File: src/rtl/adcrd_pkg.sv
// Shared constants and the result record used by the readout controller.
// Assumes a 4-bit tag followed by a 16-bit sample in each serial word.
package adcrd_pkg;
    localparam int TAG_W  = 4;
    localparam int DATA_W = 16;
    localparam int WORD_W = TAG_W + DATA_W;

    typedef struct packed {
        logic              path;
        logic              idx;
        logic              err;
        logic [DATA_W-1:0] data;
    } adcrd_res_t;
endpackage

File: src/rtl/adcrd_seq.sv
// Period sequencer: makes the conversion clock (system clock / 2), the
// convert/read strobes, the select and the latched mode pins. It also tracks
// the input index of each period. Assumes `run` and the configuration inputs
// are synchronous to clk.
module adcrd_seq #(
    parameter int WORD_W = 20
) (
    input  logic clk,
    input  logic rst_n,
    input  logic run,
    input  logic cfg_four_ch,
    input  logic cfg_pair_sel,
    input  logic cfg_one_line,
    output logic adc_clk,
    output logic adc_convst,
    output logic adc_rd,
    output logic adc_cs_n,
    output logic adc_m0,
    output logic adc_a0,
    output logic adc_m1,
    output logic sample_en,
    output logic period_end,
    output logic cur_idx
);
    localparam int CNT_W = $clog2(2 * WORD_W);
    localparam logic [CNT_W-1:0] LAST_DUAL = CNT_W'(WORD_W - 1);
    localparam logic [CNT_W-1:0] LAST_ONE  = CNT_W'(2 * WORD_W - 1);

    logic             active, ph, nxt_idx;
    logic [CNT_W-1:0] bitcnt;
    logic             last_bit, start_now;

    // Decode the last capture edge of a period and the start condition.
    always_comb begin
        last_bit   = (bitcnt == (adc_m1 ? LAST_ONE : LAST_DUAL));
        sample_en  = active & ph;
        period_end = sample_en & last_bit;
        start_now  = run & (~active | period_end);
    end

    // Advance the period state, strobes, latched configuration and index.
    always_ff @(posedge clk) begin
        if (!rst_n) begin
            active     <= 1'b0;
            ph         <= 1'b0;
            bitcnt     <= '0;
            adc_convst <= 1'b0;
            adc_rd     <= 1'b0;
            adc_m0     <= 1'b0;
            adc_m1     <= 1'b0;
            adc_a0     <= 1'b0;
            cur_idx    <= 1'b0;
            nxt_idx    <= 1'b0;
        end else if (start_now) begin
            active     <= 1'b1;
            ph         <= 1'b0;
            bitcnt     <= '0;
            adc_convst <= 1'b1;
            adc_rd     <= 1'b1;
            adc_m0     <= cfg_four_ch;
            adc_m1     <= cfg_one_line;
            adc_a0     <= cfg_pair_sel;
            if (cfg_four_ch) begin
                cur_idx <= nxt_idx;
                nxt_idx <= ~nxt_idx;
            end else begin
                cur_idx <= cfg_pair_sel;
                nxt_idx <= 1'b0;
            end
        end else if (period_end) begin
            active  <= 1'b0;
            ph      <= 1'b0;
            nxt_idx <= 1'b0;
        end else if (active) begin
            ph <= ~ph;
            if (ph) begin
                bitcnt     <= bitcnt + 1'b1;
                adc_convst <= 1'b0;
                adc_rd     <= 1'b0;
            end
        end
    end

    assign adc_clk  = ph;
    assign adc_cs_n = ~active;
endmodule

File: src/rtl/adcrd_shift.sv
// Capture shifters: one register per serial line, shifted on each capture
// edge. Line A is long enough for two words (single-line readout). The full
// word views include the bit arriving on the current edge.
module adcrd_shift #(
    parameter int WORD_W = 20
) (
    input  logic                  clk,
    input  logic                  rst_n,
    input  logic                  sample_en,
    input  logic                  sdata_a,
    input  logic                  sdata_b,
    output logic [2*WORD_W-1:0]   full_a,
    output logic [WORD_W-1:0]     full_b
);
    localparam int LEN_A = 2 * WORD_W;

    logic [LEN_A-1:0]  sr_a;
    logic [WORD_W-1:0] sr_b;

    // Shift both lines on each falling conversion-clock edge.
    always_ff @(posedge clk) begin
        if (!rst_n) begin
            sr_a <= '0;
            sr_b <= '0;
        end else if (sample_en) begin
            sr_a <= {sr_a[LEN_A-2:0], sdata_a};
            sr_b <= {sr_b[WORD_W-2:0], sdata_b};
        end
    end

    assign full_a = {sr_a[LEN_A-2:0], sdata_a};
    assign full_b = {sr_b[WORD_W-2:0], sdata_b};
endmodule

File: src/rtl/adcrd_outq.sv
// Two-slot result holder. It loads the A and B results of a period together
// when empty and emits A and then B on valid/ready. A period arriving while
// anything is pending is dropped and counted, saturating.
module adcrd_outq
    import adcrd_pkg::*;
#(
    parameter int OVF_W = 8
) (
    input  logic             clk,
    input  logic             rst_n,
    input  logic             push,
    input  adcrd_res_t       res_a,
    input  adcrd_res_t       res_b,
    input  logic             ready,
    output logic             valid,
    output adcrd_res_t       res,
    output logic [OVF_W-1:0] ovf
);
    localparam logic [OVF_W-1:0] OVF_MAX = '1;
    localparam logic [OVF_W-1:0] OVF_LIM = OVF_MAX - OVF_W'(2);

    adcrd_res_t slot0, slot1;
    logic [1:0] cnt;
    logic       head;

    assign valid = (cnt != 2'd0);
    assign res   = head ? slot1 : slot0;

    // Load, pop and drop accounting.
    always_ff @(posedge clk) begin
        if (!rst_n) begin
            slot0 <= '0;
            slot1 <= '0;
            cnt   <= 2'd0;
            head  <= 1'b0;
            ovf   <= '0;
        end else begin
            if (push && cnt == 2'd0) begin
                slot0 <= res_a;
                slot1 <= res_b;
                cnt   <= 2'd2;
                head  <= 1'b0;
            end else if (valid && ready) begin
                cnt  <= cnt - 2'd1;
                head <= ~head;
            end
            if (push && cnt != 2'd0)
                ovf <= (ovf > OVF_LIM) ? OVF_MAX : ovf + OVF_W'(2);
        end
    end
endmodule

File: src/rtl/adc_pair_reader.sv
// Top of the dual-path serial ADC readout controller. It joins the sequencer,
// the capture shifters and the result holder, splits the words for the
// selected readout mode and checks each tag against the schedule.
module adc_pair_reader
    import adcrd_pkg::*;
#(
    parameter int OVF_W = 8
) (
    input  logic              clk,
    input  logic              rst_n,
    input  logic              run,
    input  logic              cfg_four_ch,
    input  logic              cfg_pair_sel,
    input  logic              cfg_one_line,
    input  logic              sdata_a,
    input  logic              sdata_b,
    output logic              adc_clk,
    output logic              adc_convst,
    output logic              adc_rd,
    output logic              adc_cs_n,
    output logic              adc_m0,
    output logic              adc_a0,
    output logic              adc_m1,
    output logic              res_valid,
    input  logic              res_ready,
    output logic [DATA_W-1:0] res_data,
    output logic              res_path,
    output logic              res_idx,
    output logic              res_err,
    output logic [OVF_W-1:0]  ovf_count
);
    logic                  sample_en, period_end, cur_idx;
    logic [2*WORD_W-1:0]   full_a;
    logic [WORD_W-1:0]     full_b;
    logic [WORD_W-1:0]     word_a, word_b;
    adcrd_res_t            res_a, res_b, res_q;

    adcrd_seq #(.WORD_W(WORD_W)) i_seq (
        .clk(clk), .rst_n(rst_n), .run(run),
        .cfg_four_ch(cfg_four_ch), .cfg_pair_sel(cfg_pair_sel),
        .cfg_one_line(cfg_one_line),
        .adc_clk(adc_clk), .adc_convst(adc_convst), .adc_rd(adc_rd),
        .adc_cs_n(adc_cs_n), .adc_m0(adc_m0), .adc_a0(adc_a0),
        .adc_m1(adc_m1), .sample_en(sample_en), .period_end(period_end),
        .cur_idx(cur_idx)
    );

    adcrd_shift #(.WORD_W(WORD_W)) i_shift (
        .clk(clk), .rst_n(rst_n), .sample_en(sample_en),
        .sdata_a(sdata_a), .sdata_b(sdata_b),
        .full_a(full_a), .full_b(full_b)
    );

    // Split words per readout mode and compare tags with the schedule.
    always_comb begin
        word_a = adc_m1 ? full_a[2*WORD_W-1:WORD_W] : full_a[WORD_W-1:0];
        word_b = adc_m1 ? full_a[WORD_W-1:0]        : full_b;
        res_a.path = 1'b0;
        res_a.idx  = cur_idx;
        res_a.data = word_a[DATA_W-1:0];
        res_a.err  = (word_a[WORD_W-1 -: TAG_W] != {2'b10, 1'b0, cur_idx});
        res_b.path = 1'b1;
        res_b.idx  = cur_idx;
        res_b.data = word_b[DATA_W-1:0];
        res_b.err  = (word_b[WORD_W-1 -: TAG_W] != {2'b10, 1'b1, cur_idx});
    end

    adcrd_outq #(.OVF_W(OVF_W)) i_outq (
        .clk(clk), .rst_n(rst_n), .push(period_end),
        .res_a(res_a), .res_b(res_b), .ready(res_ready),
        .valid(res_valid), .res(res_q), .ovf(ovf_count)
    );

    assign res_data = res_q.data;
    assign res_path = res_q.path;
    assign res_idx  = res_q.idx;
    assign res_err  = res_q.err;
endmodule

File: config.mk
export PLATFORM = sky130hd
export DESIGN_NAME = adc_pair_reader
export DESIGN_NICKNAME = d
export VERILOG_FILES = /design/src/rtl/adcrd_pkg.sv /design/src/rtl/adcrd_seq.sv /design/src/rtl/adcrd_shift.sv /design/src/rtl/adcrd_outq.sv /design/src/rtl/adc_pair_reader.sv
export SDC_FILE = /design/constraint.sdc
export NUM_CORES = 1
export LEC_CHECK = 0
export BUFFER_PORTS_ARGS = -buffer_cell sky130_fd_sc_hd__buf_2
export CORE_ASPECT_RATIO = 0.5
export CORE_MARGIN = 4
export CORE_UTILIZATION = 65
export CTS_BUF_LIST = sky130_fd_sc_hd__clkbuf_4
export DETAILED_ROUTE_END_ITERATION = 8
export GPL_TIMING_DRIVEN = 0
export PLACE_DENSITY = 0.86
export SLEW_MARGIN = 30
export SYNTH_ARGS = -nofsm -noshare
export SYNTH_HDL_FRONTEND = slang
export SYNTH_SLANG_ARGS = --single-unit
File: constraint.sdc
create_clock -name clk -period 4.2 [get_ports clk]
set_clock_uncertainty 0.1 [all_clocks]
set_input_delay 0.21 -clock clk [delete_from_list [all_inputs] [get_ports clk]]
set_output_delay 0.21 -clock clk [all_outputs]
set_load 0.01 [all_outputs]
==> flow_summary.yaml, run 1 <==
status:
  status: "finished clean"
global_routing:
  use_met1_pct: 36.2
  track_usage_pct: 27.3
  grt_max_degree: 17
  grt-ovfl-total: 0
  grt_pass1_wl_um: 20300
  antenna_found_initial: 0
  grt_pass1_vias: 4237
  grt-busiest-layer: "met2"
  met3_usage_pct: 8.20
  use_met2_pct: 43.2
yosys:
  synth_fp_nets: 599
  synth_simple_gate_area_share_pct: 19.1
  seq_area_frac_synth_pct: 47.5
  synth_ff_type: "dfxtp_1"
  avgSynthCellArea_sq_um: 8.55
  synth_fa_ha_area_share_pct: 0.748
  synth_top_cell_by_area: "dfxtp_1"
  ys_top_cells_by_area: "dfxtp_1, nand2_1, mux2i_1, a21oi_1, a211oi_1"
  muxShareOfSynthArea_pct: 11.6
  synth.top_cell.area_share_pct: 47.5
  synth_top_family_by_area: "simple AND/OR/NAND/NOR gates"
  synth_compound_area_share_pct: 16.1
  syn_area_sq_mm: 0.00502
  synth-xor-area-share_pct: 1.05
  async_reset_ff_share_pct: 0
  ys_warn_count: 0
  ys_types: 41
  netlist_instances: 587
  synth_edf_count: 0
  synth-seq-cells: 119
worst_setup_path:
  worstPathRequired_ns: 4.47
  crit_slowest_cell: "a2111oi_4"
  crit_family: "compound AO/OA/AOI/OAI gates"
  cpPeakStageDelay_ns: 0.67
  cp_max_fo: 10
  start_kind: "flop"
  crit_buf_inv: 2
  cp_cell_sequence: "or4b_1 > buf_2 > a2111oi_4 > clkbuf_1 > a211oi_1"
  path_class: "reg -> reg"
  cp.arrival_ns: 2.94
  critPathCaptureType: "flop"
floorplan:
  die_h_um: 70.1
  start_util_pct: 67.7
  io_pins: 44
  die_w_um: 132
  rows: 22
  dieArea_sq_mm: 0.00927
  core_area_sq_mm: 0.00740
sta:
  hold_viol_final: 0
  maxSlewViolCount: 0
  fmax_mhz: 374
  slew_headroom_pct: 45.3
  fin_setup_tns_ns: 0
  rsz0062_at_grt: "no"
  tightestPinTransition_ns: 0.821
  fin_hold_ws_ns: 0.0261
  finalSetupViolCount: 0
  fin_crit_ns: 2.68
  min_period_over_period_pct: 63.7
clocking:
  clock_latency_ns: 0.51
  cts_buffers: 17
  root_buffer: "clkbuf_4"
  clockBufferDepth: 2
  cts_tree: "yes"
  clkTransAtPathRegs_ns: 0.10
  htree_levels: 4
  clock-sinks: 119
  postCtsSetupRepairBufs: 0
power:
  irDropWorstVdd_v: 0.000252
  p_total_mw: 2.18
  p_sw_mw: 0.519
  powerDensity_mw_per_mm2: 382
  p_int_mw: 1.66
  p_leak_nw: 2.00
  pwr-share-comb_pct: 6.1
  p_sw_share_pct: 23.8
  sequentialPowerShare_pct: 52.3
  power.share.clock_pct: 41.6
final_layout:
  area_growth_pct: 14.1
  drive_gt1_share_pct: 15.1
  multiInputGateArea_sq_mm: 0.00244
  layout.nets: 667
  layout_common_cells: "nand2_1, dfxtp_1, a21oi_1, nor2_1, buf_2"
  diodes: 0
  num-fill-cells: 541
  seq_area_sq_mm: 0.00238
  final_common_cell: "nand2_1"
route:
  drt_wl_total_um: 12400
  drc: 0
  drt-vias-per-instance: 5.92
  drtAntennaViolNets: 0
  vias: 4522
  wl_per_cell_um: 16.3
  dr.first_iter.drc_count: 410
  first_pass_iters: 5
place:
  portBuffers: 42
  dp_hpwl_um: 8250
  gp_congestion: 0.844
hold_path:
  hold_path.class: "in -> reg"
job:
  maxCapViolations: 0
-- kinds of logic (layout without fill, tap and decap cells) --
family                   Yosys count  in the layout
XOR/XNOR                           6              6
AO/OA/AOI/OAI                    125            125
buffers and inverters             50            131
adder cells (fa/ha/maj)            3              3
flip-flops                       119            119
AND/OR/NAND/NOR                  228            228
multiplexers                      56             56
-- cells in the mapped netlist (2+ instances only) --
library cell    n
a2111oi_4       2
a211oi_1       32
a21oi_1        68
a31o_2          2
a31oi_1         3
and2_1          3
and3_1          4
buf_1           6
buf_2           5
clkbuf_1       32
dfxtp_1       119
ha_1            3
inv_1           6
mux2_2         18
mux2i_1        38
nand2_1       139
nand2b_1        4
nand3_1         4
nand3b_1        2
nand4_1         4
nand4b_1        3
nor2_1         51
nor3_1          9
nor3b_1         2
o21a_1          3
o21ai_0         6
xnor2_1         3
xor2_1          3
-- registers in the layout, summed over array words and instances (netlist names) --
name	count
i_seq.adc_clk	1
i_seq.adc_m0	1
i_seq.adc_rd	1
i_seq.active	1
i_seq.bitcnt	6
i_shift.sr_b	19
i_outq.slot1	18
i_seq.nxt_idx	1
i_seq.adc_a0	1
i_outq.ovf	8
i_outq.head	1
i_outq.slot0	18
i_seq.cur_idx	1
i_outq.cnt	2
i_shift.sr_a	39
i_seq.adc_m1	1
-- worst min-delay path, cell delays in order --
cell	delay [ns]
clkbuf_1	0.21
nand2_1	0.11
mux2i_1	0.06
-- metal layers --
layer | vias to the layer above | share of wire (%)
met2 | 199 | 45
met4 | 0 | 1.3
li1 | 2160 | -
met3 | 18 | 8.6
met5 | - | 0
met1 | 2145 | 45
-- layout make-up --
cell class	instances	share of cell area, %
multi-input combinational	418	42.6
timing repair buffer	49	4.90
clock buffer	20	2.62
buffer	44	3.06
sequential	119	41.6
inverter	6	0.393
tap	96	2.10
clock inverter	12	2.75
-- path summary, 6_finish.rpt --
path              cells past startpoint          from                to  slack [ns]
setup / recovery                      5  i_seq.adc_m1  i_outq.slot0[11]        1.52
hold / removal                        3         rst_n     i_seq.cur_idx        0.03
setup reg to reg                      5  i_seq.adc_m1  i_outq.slot0[11]        1.52
hold reg to reg                       2  i_seq.adc_a0      i_seq.adc_a0        0.37
-- what timing repair did --
item,4_1_cts,5_1_grt
endpoints found under the hold margin,11,0
gates resized for setup,0,0
hold buffers,7,0
-- through the flow --
stage          util (%)  std cells  setup WS (ns)  cell area, sq um
2_1_floorplan         -        587           1.98              5020
3_3_place_gp       72.2        725           1.63              5350
3_5_place_dp       72.2        725           1.57              5350
4_1_cts            77.3        764           1.57              5720
5_1_grt            77.3        764           1.39              5720
6_report           77.3        764           1.52              5720
-- power by group through the flow --
stage	registers [mW]	logic [mW]	clock network, mW
after CTS	1.14	0.132	0.908
after global routing	1.14	0.144	0.962
after floorplan	1.17	0.0850	0
after global placement	1.17	0.123	0
after detailed placement	1.17	0.127	0
final	1.14	0.134	0.908
Note: power is estimated with default switching activity, not from simulation.
==> run 2, diff against run 1 <==
- ABC_AREA: default -> 1
- CORE_UTILIZATION: 65 -> 56
- PLACE_DENSITY: 0.86 -> 0.79
- clock period: 4.2 -> 2.25 ns (I/O delays scaled with it)
==> run 2 against run 1 <==
Critical path depth increased by 4. Maximum frequency rose by 26%. Sequential power is 94% higher. Area after synthesis up 1.9%. Register-to-register slack got worse by 1.4 ns. Sequential cell count is the same. Largest cell class is now flip-flops and latches. Clock power grew 46%.
==> flow_summary.yaml, run 2 <==
status:
  status: "finished clean"
clocking:
  root_buffer: "clkbuf_4"
  clock-sinks: 119
  htree_levels: 4
  cts_buffers: 17
  cts_tree: "yes"
  clock_latency_ns: 0.53
  clkTransAtPathRegs_ns: 0.10
  clockBufferDepth: 2
floorplan:
  start_util_pct: 58.1
  die_w_um: 143
  die_h_um: 75.6
  rows: 24
  io_pins: 44
  core_area_sq_mm: 0.00880
  dieArea_sq_mm: 0.0108
yosys:
  async_reset_ff_share_pct: 0
  avgSynthCellArea_sq_um: 7.38
  synth_top_cell_by_area: "dfxtp_1"
  yosysMostFrequentCell: "nor2_1"
  seq_area_frac_synth_pct: 46.6
  synthTopCellsByCount: "nor2_1, dfxtp_1, o21ai_0, nand2_1, a21oi_1"
  netlist_instances: 693
  synth-seq-cells: 119
  ys_top_cells_by_area: "dfxtp_1, o21ai_0, nor2_1, nand2_1, a21oi_1"
  ys_types: 29
  synth_edf_count: 0
  syn_area_sq_mm: 0.00511
  synth_fp_nets: 705
  ys_warn_count: 0
  synth.top_cell.area_share_pct: 46.6
  synth_ff_type: "dfxtp_1"
sta:
  rsz0062_at_grt: "no"
  fmax_mhz: 470
  maxSlewViolCount: 0
  fin_crit_ns: 2.13
  tightestPinTransition_ns: 0.533
  hold_viol_final: 0
  slew_headroom_pct: 64.4
  finalSetupViolCount: 0
  min_period_over_period_pct: 94.5
  fin_setup_tns_ns: 0
  timing.final.ws_setup_ns: 0.123
route:
  drtAntennaViolNets: 0
  drt-vias-per-instance: 5.33
  drt_wl_total_um: 12300
  dr.first_iter.drc_count: 364
  vias: 4766
  first_pass_iters: 6
  wl_per_cell_um: 13.8
  drc: 0
place:
  pre_cts_slack_ns: 0.291
  portBuffers: 41
  gp_congestion: 0.857
  dp_hpwl_um: 8800
  placedCellCount: 851
global_routing:
  track_usage_pct: 24.3
  grt_max_degree: 17
  grt_pass1_wl_um: 20500
  grt-ovfl-total: 0
  grt_pass1_vias: 4338
  antenna_found_initial: 0
worst_setup_path:
  cp_max_fo: 10
  cp.arrival_ns: 2.46
  r2r_setup_slack_ns: 0.12
  start_kind: "flop"
  path_class: "reg -> reg"
  worstPathRequired_ns: 2.58
  critPathCaptureType: "flop"
job:
  maxCapViolations: 0
hold_path:
  hold_path.class: "in -> reg"
final_layout:
  fin_util_pct: 66.3
  layout_common_cells: "nor2_1, o21ai_0, dfxtp_1, nand2_1, a21oi_1"
  largest_register_ffs: 39
  diodes: 0
  area_growth_pct: 14.0
  drive_gt1_share_pct: 13.8
  layout.cells.non_filler: 895
  layout.nets: 779
  final_common_cell: "nor2_1"
  largest_register: "i_shift.sr_a"
  reg_top3: "i_shift.sr_a x39, i_shift.sr_b x19"
power:
  powerDensity_mw_per_mm2: 670
  irDropWorstVdd_v: 0.000265
  p_total_mw: 3.91
  p_leak_nw: 2.35
==> run 2: changes by cell type after synthesis, moves of 5 or more <==
cell / change
nor2_1: +81
a21oi_1: -11
inv_1: +50
nand3_1: +13
nor3_1: -5
mux2i_1: -38
o21ai_0: +113
a211oi_1: -32
o21ai_1: +7
nand2_1: -43
==> run 2: where the power goes <==
group	switching (mW)	internal, mW
logic	0.232	0.126
registers	0.0499	2.16
clock network	0.759	0.575
total	1.04	2.87
==> run 2: worst paths after layout <==
path,depth (start not counted),to,startpoint
hold / removal,4,i_shift.sr_a[0],sdata_a
setup / recovery,9,i_seq.adc_a0,i_seq.adc_m1
hold reg to reg,2,i_shift.sr_b[4],i_shift.sr_b[4]
setup reg to reg,9,i_seq.adc_a0,i_seq.adc_m1
==> run 2: cell type report <==
cell class / instances / area, sq um
Clock inverter: 8 / 58.8
Sequential cell: 119 / 2380
Tap cell: 117 / 146
Fill cell: 777 / 2970
Clock buffer: 22 / 165
Multi-Input combinational cell: 476 / 2330
Timing Repair Buffer: 56 / 345
Buffer: 40 / 180
Inverter: 57 / 216
==> run 2: logic make-up (layout without fill, tap and decap cells) <==
kind of cell    count (synthesis)  after routing  synth area share, %
fa+ha+maj                       3              3                0.734
xor+xnor                        9              9                 1.54
buf+inv                        98            183                 7.78
compound gates                184            184                 18.1
flops                         119            119                 46.6
mux                            17             17                 3.74
simple gates                  263            263                 21.5
==> run 2: what timing repair did <==
item,in CTS,in global routing
setup endpoints to repair,8,4
hold buffers,11,0
hold endpoints to repair,28,0
pin swaps,0,1
buffers inserted,0,4
resized for setup,1,2
==> run 2: routing by layer <==
layer	vias to the layer above	wire length [um]	track usage, %
li1	2398	-	-
met1	2213	5690	31.7
met2	137	5770	39.9
met3	18	690	5.89
met4	0	159	8.96
met5	-	0	0
==> run 2: per-stage QoR <==
stage,instance area [sq um],hold slack (ns)
after floorplan,5110,0.177
after global placement,5460,0.318
after detailed placement,5460,0.327
after CTS,5800,0.336
after global routing,5830,0.350
final,5830,0.358
==> run 2: worst max-delay path, stage by stage (launching register included) <==
cell and delay, ns:
dfxtp_1 0.34, buf_2 0.26, nand2_1 0.10, nand2_1 0.17, nand3_4 0.15, nand2_4 0.13, nand3_1 0.08, dlygate4sd3_1 0.58
nand2_1 0.06, nor2_1 0.05
